### src/rtl/bus_seq_pkg.sv
package bus_seq_pkg;

    typedef struct packed {
        logic ser;
        logic vid;
        logic cpu;
        logic own;
        logic phi;
    } strobe_t;

    localparam strobe_t STROBE_IDLE = '{ser: 1'b0, vid: 1'b0, cpu: 1'b0, own: 1'b0, phi: 1'b0};

endpackage

### src/rtl/bus_slot_counter.sv
module bus_slot_counter #(
    parameter int SLOTS = 32,
    localparam int SW   = $clog2(SLOTS)
) (
    input  logic          clk,
    input  logic          rst,
    output logic [SW-1:0] slot_q,
    output logic [SW-1:0] slot_d
);
    localparam logic [SW-1:0] LAST = SW'(SLOTS - 1);

    always_comb begin
        if (rst)                 slot_d = '0;
        else if (slot_q == LAST) slot_d = '0;
        else                     slot_d = slot_q + 1'b1;
    end

    always_ff @(posedge clk) begin
        slot_q <= slot_d;
    end
endmodule

### src/rtl/bus_strobe_gen.sv
module bus_strobe_gen
    import bus_seq_pkg::*;
#(
    parameter int SLOTS        = 32,
    parameter int IDLE_SLOTS   = 8,
    parameter int SER_SLOTS    = 4,
    parameter int VID_SLOTS    = 4,
    parameter int SER_SUB      = 0,
    parameter int VID_SUB      = 2,
    parameter int CPU_MAIN_SUB = 14,
    parameter int CPU_FAST_SUB = 10,
    localparam int SW          = $clog2(SLOTS)
) (
    input  logic [SW-1:0] slot_nx,
    input  logic          turbo_q,
    input  logic          ram_select,
    input  logic          dma_n,
    input  logic          own_q,
    output strobe_t       strb_nx
);
    localparam int SER_BASE = IDLE_SLOTS;
    localparam int VID_BASE = SER_BASE + SER_SLOTS;
    localparam int CPU_BASE = VID_BASE + VID_SLOTS;

    localparam logic [SW-1:0] S_SER       = SW'(SER_BASE + SER_SUB);
    localparam logic [SW-1:0] S_VID       = SW'(VID_BASE + VID_SUB);
    localparam logic [SW-1:0] S_MAIN      = SW'(CPU_BASE + CPU_MAIN_SUB);
    localparam logic [SW-1:0] S_MAIN_PRE  = SW'(CPU_BASE + CPU_MAIN_SUB - 1);
    localparam logic [SW-1:0] S_FAST      = SW'(CPU_BASE + CPU_FAST_SUB);
    localparam logic [SW-1:0] S_FAST_PRE  = SW'(CPU_BASE + CPU_FAST_SUB - 1);
    localparam logic [SW-1:0] S_CPU_FIRST = SW'(CPU_BASE);

    logic main_pre, main_hit, fast_pre, fast_hit;

    always_comb begin
        main_pre = (slot_nx == S_MAIN_PRE) && dma_n;
        main_hit = (slot_nx == S_MAIN)     && dma_n && own_q;
        fast_pre = (slot_nx == S_FAST_PRE) && turbo_q && ram_select && dma_n;
        fast_hit = (slot_nx == S_FAST)     && turbo_q && ram_select && dma_n && own_q;

        strb_nx     = STROBE_IDLE;
        strb_nx.ser = (slot_nx == S_SER);
        strb_nx.vid = (slot_nx == S_VID) || (slot_nx == S_MAIN);
        strb_nx.cpu = main_hit || fast_hit;
        strb_nx.own = main_pre || main_hit || fast_pre || fast_hit;
        strb_nx.phi = (slot_nx >= S_CPU_FIRST);
    end
endmodule

### src/rtl/bus_slot_sequencer.sv
module bus_slot_sequencer
    import bus_seq_pkg::*;
#(
    parameter int SLOTS        = 32,
    parameter int IDLE_SLOTS   = 8,
    parameter int SER_SLOTS    = 4,
    parameter int VID_SLOTS    = 4,
    parameter int SER_SUB      = 0,
    parameter int VID_SUB      = 2,
    parameter int CPU_MAIN_SUB = 14,
    parameter int CPU_FAST_SUB = 10,
    localparam int SW          = $clog2(SLOTS)
) (
    input  logic          clk,
    input  logic          rst,
    input  logic          turbo_en,
    input  logic          ram_select,
    input  logic          dma_n,
    output logic          ser_en,
    output logic          vid_en,
    output logic          cpu_en,
    output logic          cpu_owns_bus,
    output logic          phase_clk,
    output logic [SW-1:0] slot_idx
);
    typedef struct packed {
        strobe_t strb;
        logic    turbo;
    } seq_state_t;

    seq_state_t    st_d, st_q;
    logic [SW-1:0] slot_q, slot_d;
    strobe_t       strb_nx;

    bus_slot_counter #(.SLOTS(SLOTS)) i_cnt (
        .clk    (clk),
        .rst    (rst),
        .slot_q (slot_q),
        .slot_d (slot_d)
    );

    bus_strobe_gen #(
        .SLOTS        (SLOTS),
        .IDLE_SLOTS   (IDLE_SLOTS),
        .SER_SLOTS    (SER_SLOTS),
        .VID_SLOTS    (VID_SLOTS),
        .SER_SUB      (SER_SUB),
        .VID_SUB      (VID_SUB),
        .CPU_MAIN_SUB (CPU_MAIN_SUB),
        .CPU_FAST_SUB (CPU_FAST_SUB)
    ) i_gen (
        .slot_nx    (slot_d),
        .turbo_q    (st_q.turbo),
        .ram_select (ram_select),
        .dma_n      (dma_n),
        .own_q      (st_q.strb.own),
        .strb_nx    (strb_nx)
    );

    always_comb begin
        st_d = st_q;
        if (rst) begin
            st_d.strb  = STROBE_IDLE;
            st_d.turbo = 1'b0;
        end else begin
            st_d.strb = strb_nx;
            if (slot_q == '0) st_d.turbo = turbo_en;
        end
    end

    always_ff @(posedge clk) begin
        st_q <= st_d;
    end

    assign ser_en       = st_q.strb.ser;
    assign vid_en       = st_q.strb.vid;
    assign cpu_en       = st_q.strb.cpu;
    assign cpu_owns_bus = st_q.strb.own;
    assign phase_clk    = st_q.strb.phi;
    assign slot_idx     = slot_q;
endmodule

### config.mk
export PLATFORM = sky130hd
export DESIGN_NAME = bus_slot_sequencer
export DESIGN_NICKNAME = d
export VERILOG_FILES = /design/src/rtl/bus_seq_pkg.sv /design/src/rtl/bus_slot_counter.sv /design/src/rtl/bus_strobe_gen.sv /design/src/rtl/bus_slot_sequencer.sv
export SDC_FILE = /design/constraint.sdc
export NUM_CORES = 1
export LEC_CHECK = 0
export ABC_AREA = 1
export BUFFER_PORTS_ARGS = -buffer_cell sky130_fd_sc_hd__buf_2
export CAP_MARGIN = 20
export CORE_AREA = 2 2 39 41
export CTS_BUF_LIST = sky130_fd_sc_hd__clkbuf_4 sky130_fd_sc_hd__clkbuf_8
export DETAILED_ROUTE_END_ITERATION = 12
export DIE_AREA = 0 0 41 43
export PLACE_DENSITY = 0.68
export RECOVER_POWER = 50
export SYNTH_ARGS = -nofsm -noshare
export SYNTH_HDL_FRONTEND = slang
export SYNTH_SLANG_ARGS = --single-unit
### constraint.sdc
create_clock -name clk -period 1.9 [get_ports clk]
set_input_delay 0.38 -clock clk [delete_from_list [all_inputs] [get_ports clk]]
set_output_delay 0.38 -clock clk [all_outputs]
set_load 0.03 [all_outputs]
After elaboration in Yosys (flattened, before gate mapping)
Index checks and enable logic that the tools add are counted.
{"block": "word_totals", "output_inout_bits": 10, "regBits": 11}
{"block": "op_classes", "reduce_logical": 16, "magnitude_cmp": 1, "n_eq_ne": 7, "n_addsub": 1, "n_mux": 2}
{"op": "$eq A5 B5 Y1 const B", "n": 5}
{"op": "$eq A5 B4 Y1 const B", "n": 2}
{"op": "$logic_and A1 B1 Y1", "n": 10}
{"op": "$mux W5", "n": 2}
{"op": "$add A5 B1 Y5 const B", "n": 1}
{"op": "$ge A5 B5 Y1 const B", "n": 1}
{"op": "$logic_not A5 Y1", "n": 1}
{"op": "$logic_or A1 B1 Y1", "n": 5}

Longest topological paths before layout
{"block": "logic_depth", "ltp_word": 9, "mapped_depth": 10, "ltp_nobuf": 10}

Modules after synthesis
From an unflattened synthesis, not the netlist that was laid out.
{"block": "unflattened", "cells_unflattened": 70, "area_unflattened_um2": 496.7}
{"module": "bus_slot_sequencer", "seq_area_each_um2": 120.1, "area_each_um2": 211.5, "cells_each": 28, "n_inst": 1}
{"module": "bus_slot_counter", "seq_area_each_um2": 100.1, "area_each_um2": 200.2, "cells_each": 23, "n_inst": 1}
{"module": "bus_strobe_gen", "seq_area_each_um2": 0.0, "area_each_um2": 85.1, "cells_each": 19, "n_inst": 1}

Worst setup path after synthesis
OpenSTA, ideal clock, no wires.
{"block": "synth_path", "path_type": "reg-to-reg", "start": "reg i_cnt.slot_q[0]", "end": "reg st_q (netlist bit cpu_owns_bus)", "path_stages_with_launch": 11, "period_less_slack_ps": 1608, "t_required_ps": 1787, "arrival_ps": 1495, "path_slack_ps": 292, "setup_ps": 113, "path_buffers": 0, "path_cell_list": "dfxtp_1 -> ha_1 -> nand2_1 -> nor2_1 -> ha_1 -> inv_1 -> nor2_1 -> nand2_1 -> nor2_1 -> nor2_1 -> nor2_1"}
{"block": "synth_between", "elab_chain_cells": 9}
{"item": "start, declared", "line": "bus_slot_counter.sv:7", "text": "output logic [SW-1:0] slot_q,"}
{"item": "start signal, assigned", "line": "bus_slot_counter.sv:19", "text": "slot_q <= slot_d;"}
{"item": "$add A5 B1 Y5 or $eq A5 B5 Y1 (tied branches)", "line": "bus_slot_counter.sv:15, bus_slot_counter.sv:14"}
{"item": "$mux W5 (*)", "line": "bus_slot_counter.sv:14", "text": "else if (slot_q == LAST) slot_d = '0;"}
{"item": "$mux W5 (*)", "line": "bus_slot_counter.sv:13", "text": "if (rst) slot_d = '0;"}
{"item": "via i_cnt.slot_d[4]", "line": "bus_slot_counter.sv:8", "text": "output logic [SW-1:0] slot_d"}
{"item": "$eq A5 B5 Y1, on equally long branches", "line": "bus_strobe_gen.sv:37, bus_strobe_gen.sv:38, bus_strobe_gen.sv:39"}
{"item": "$logic_and A1 B1 Y1, on equally long branches (2 in a row)", "line": "bus_strobe_gen.sv:37, bus_strobe_gen.sv:38, bus_strobe_gen.sv:39"}
{"item": "$logic_or A1 B1 Y1 (tied with other cells)", "line": "bus_strobe_gen.sv:45", "text": "strb_nx.own = main_pre || main_hit || fast_pre || fast_hit;"}
{"item": "$logic_or A1 B1 Y1 or $logic_and A1 B1 Y1 (tied branches)", "line": "bus_strobe_gen.sv:45, bus_strobe_gen.sv:39"}
{"item": "$logic_or A1 B1 Y1 (*)", "line": "bus_strobe_gen.sv:45"}
{"item": "end signal, assigned", "line": "bus_slot_sequencer.sv:72", "text": "st_q <= st_d;"}
{"item": "end, declared", "line": "bus_slot_sequencer.sv:31", "text": "seq_state_t st_d, st_q;"}
The timed path passes the listed nets; every way through them passes the cells marked *.
A chain may end at the register's enable or synchronous reset.

Worst setup path in the final report
Same ends and word-level chain as after synthesis.

==> flow_metrics.env <==
export IMPL_cts_made_buffers=3
export IMPL_critical_path_arrival_ns=1.75
export IMPL_grt_overflow=0
export IMPL_globalRouteTotalUtil=0.118
export IMPL_syn_area_per_cell_um2=7.45
export IMPL_hold_viol_final=0
export IMPL_fin_nets=90
export IMPL_cts_setup_buffers=0
export IMPL_ctsHoldBuffers=0
export IMPL_setup_viol=0
export IMPL_cp_max_fo=5
export IMPL_via_per_inst=4.31
export IMPL_p_int_uw=353
export IMPL_worstMarginPinSlew_ns=0.365
export IMPL_cts_htree_levels=1
export IMPL_die_y_um=43
export IMPL_netlist_area_leader_share=0.469
export IMPL_crit_path_end_kind="flip-flop"
export IMPL_ys_warn_count=0
export IMPL_antenna_found_initial=0
export IMPL_clk_pin_slew_ns=0.07
export IMPL_start_util=0.339
export IMPL_criticalPathCategory="reg -> reg"
export IMPL_ys_seq_area_frac=0.469
export IMPL_die_w_um=41
export IMPL_synth_area_leader_cell="dfxtp_1"
export IMPL_insertion_delay_ns=0.27
export IMPL_seqPwrFrac=0.511
export IMPL_startpoint_type="flip-flop"
export IMPL_comb_power_share=0.115
export IMPL_fin_hold_ws_ns=0.349
export IMPL_final_cell_mix="inv_1, nor2_1, nand2_1, dfxtp_1, clkbuf_1"
export IMPL_critPathMostFrequentCell="nor2_1"
export IMPL_root_buffer="clkbuf_4"
export IMPL_synthTopCellsByArea="dfxtp_1, inv_1, nor2_1"
export IMPL_ir_worst_vdd_mv=0.347
export IMPL_cts_resized_gates=0
export IMPL_critPathSlowestCell="dfxtp_1"
export IMPL_synthCells=63
export IMPL_synthAdderAreaFrac=0.0800
export IMPL_layout_commonest_cell="inv_1"
export IMPL_period_share=0.808
export IMPL_clk_path_buf_depth=2
export IMPL_totalWireLength_um=861
export IMPL_p_clk_frac=0.374
export IMPL_synth_area_um2=469
export IMPL_synthSimpleGateAreaFrac=0.328
export IMPL_hpwlAfterDp_um=701
export IMPL_synthMuxAreaShare=0
export IMPL_synth_compound_area_frac=0.0107
export IMPL_num_io_pins=15
export IMPL_critPathRequiredTime_ns=2.12
export IMPL_dieArea_um2=1760
export IMPL_rsz0062_at_grt="false"
export IMPL_ant_nets=0
export IMPL_finalClockSkew_ns=0.00165
export IMPL_slew_headroom=0.758
export IMPL_power_leakage_uw=0.000272
export IMPL_cts_tree="built"
export IMPL_path_cells="ha_1 -> nand2_1 -> nor2_1 -> ha_1 -> inv_1 -> nor2_1 -> nand2_1 -> nor2_1 -> nor2_1 -> nor2_1"
export IMPL_synth_top_family_by_area="simple AND/OR/NAND/NOR gates"
export IMPL_rows=14
export IMPL_power_density_nw_per_um2=829
export IMPL_dr_pass1_iters=4
export IMPL_tns_ns=0
export IMPL_hold_class="in -> reg"
export IMPL_drt_iter0_drc=5
export IMPL_period_needed_ns=1.53
export IMPL_syn_to_final_growth_pct=23.2
export IMPL_grt_pass1_wl_um=1350
export IMPL_place_congestion=0.737
export IMPL_vias=418
export IMPL_cts_sinks=11
export IMPL_max_stage_delay_ns=0.35
export IMPL_yosys_area_share_xor_xnor=0
export IMPL_grt_max_degree=7
export IMPL_timing_fmax_mhz=652
export IMPL_drc=0
export IMPL_synth_nets=71
export IMPL_synth_cell_types=11
export IMPL_cap_violations=0
export IMPL_design_core_area_um2=1380
export IMPL_io_buffer_count=14
export IMPL_grt_pass1_vias=349
export IMPL_p_sw_frac=0.265
export IMPL_timing_max_transition_violations_final=0
export IMPL_num_antenna_cells=0
export IMPL_routedWlPerCell_um=8.88
export IMPL_status="complete, no violations"
export IMPL_ys_seq_elements=11
export IMPL_post_route_cells_drive_above_1_share=0.148
export IMPL_p_sw_uw=127
## layout make-up
cell class                      count  area, µm²
Multi-Input combinational cell     38        196
Sequential cell                    11        220
Clock buffer                        4       30.0
Inverter                           14       52.6
Fill cell                         158        806
Timing Repair Buffer               14       58.8
Tap cell                           16       20.0
## power groups by stage
stage | clock network [µW] | logic, µW | registers (µW)
6_report | 179 | 55.3 | 245
5_1_grt | 190 | 63.5 | 246
4_1_cts | 182 | 56.7 | 245
3_5_place_dp | 0 | 56.6 | 250
3_3_place_gp | 0 | 55.6 | 250
2_1_floorplan | 0 | 29.1 | 259
## cells in the mapped netlist
master	number
nand2_1	11
nor2_1	12
nand3_1	5
dfxtp_1	11
nand2_2	1
nand4_1	3
ha_1	3
a21oi_1	1
nor2_2	1
nor2_4	1
inv_1	14
## sequential cells by signal, summed over array words and instances, names as in the netlist
register,count
i_cnt.slot_q,5
cpu_owns_bus,1
st_q,1
vid_en,1
ser_en,1
cpu_en,1
phase_clk,1
## kinds of logic (layout without fill, tap and decap cells)
kind of cell    after synthesis  count (layout)
compound gates                1               1
buf+inv                      14              32
fa+ha+maj                     3               3
flops                        11              11
simple gates                 34              34
## path summary, 6_finish.rpt
check,start,endpoint,slack (ns),depth (start not counted)
setup / recovery,i_cnt.slot_q[0]$_DFF_P_,cpu_owns_bus$_SDFF_PP0_,0.37,10
hold / removal,rst,st_q[0]$_SDFFE_PP0N_,0.35,2
setup reg to reg,i_cnt.slot_q[0]$_DFF_P_,cpu_owns_bus$_SDFF_PP0_,0.37,10
hold reg to reg,st_q[0]$_SDFFE_PP0N_,st_q[0]$_SDFFE_PP0N_,0.47,2
## layer usage
metal / global-route usage / share of wire / vias up
met3: 0.0314 / 0.071 / 3
met2: 0.150 / 0.42 / 16
met4: 0.100 / 0.031 / 0
met1: 0.156 / 0.47 / 173
li1: - / - / 226
met5: 0 / 0 / -
## worst max-delay path, delay by kind of cell, from the launching register on
kind	cells	cell delay, ns
buf+inv	1	0.07
simple gates	7	0.55
fa+ha+maj	2	0.51
flops	1	0.35
## stage by stage
stage | utilization | std cells | total power (µW) | instance area (µm²) | worst slack, ns
4_1_cts | 0.426 | 97 | 483 | 589 | 0.354
2_1_floorplan | - | 63 | 289 | 469 | 0.292
3_5_place_dp | 0.404 | 93 | 307 | 559 | 0.370
6_report | 0.418 | 97 | 479 | 578 | 0.365
5_1_grt | 0.418 | 97 | 499 | 578 | 0.175
3_3_place_gp | 0.404 | 93 | 305 | 559 | 0.391
Note: power is estimated with default switching activity, not from simulation.
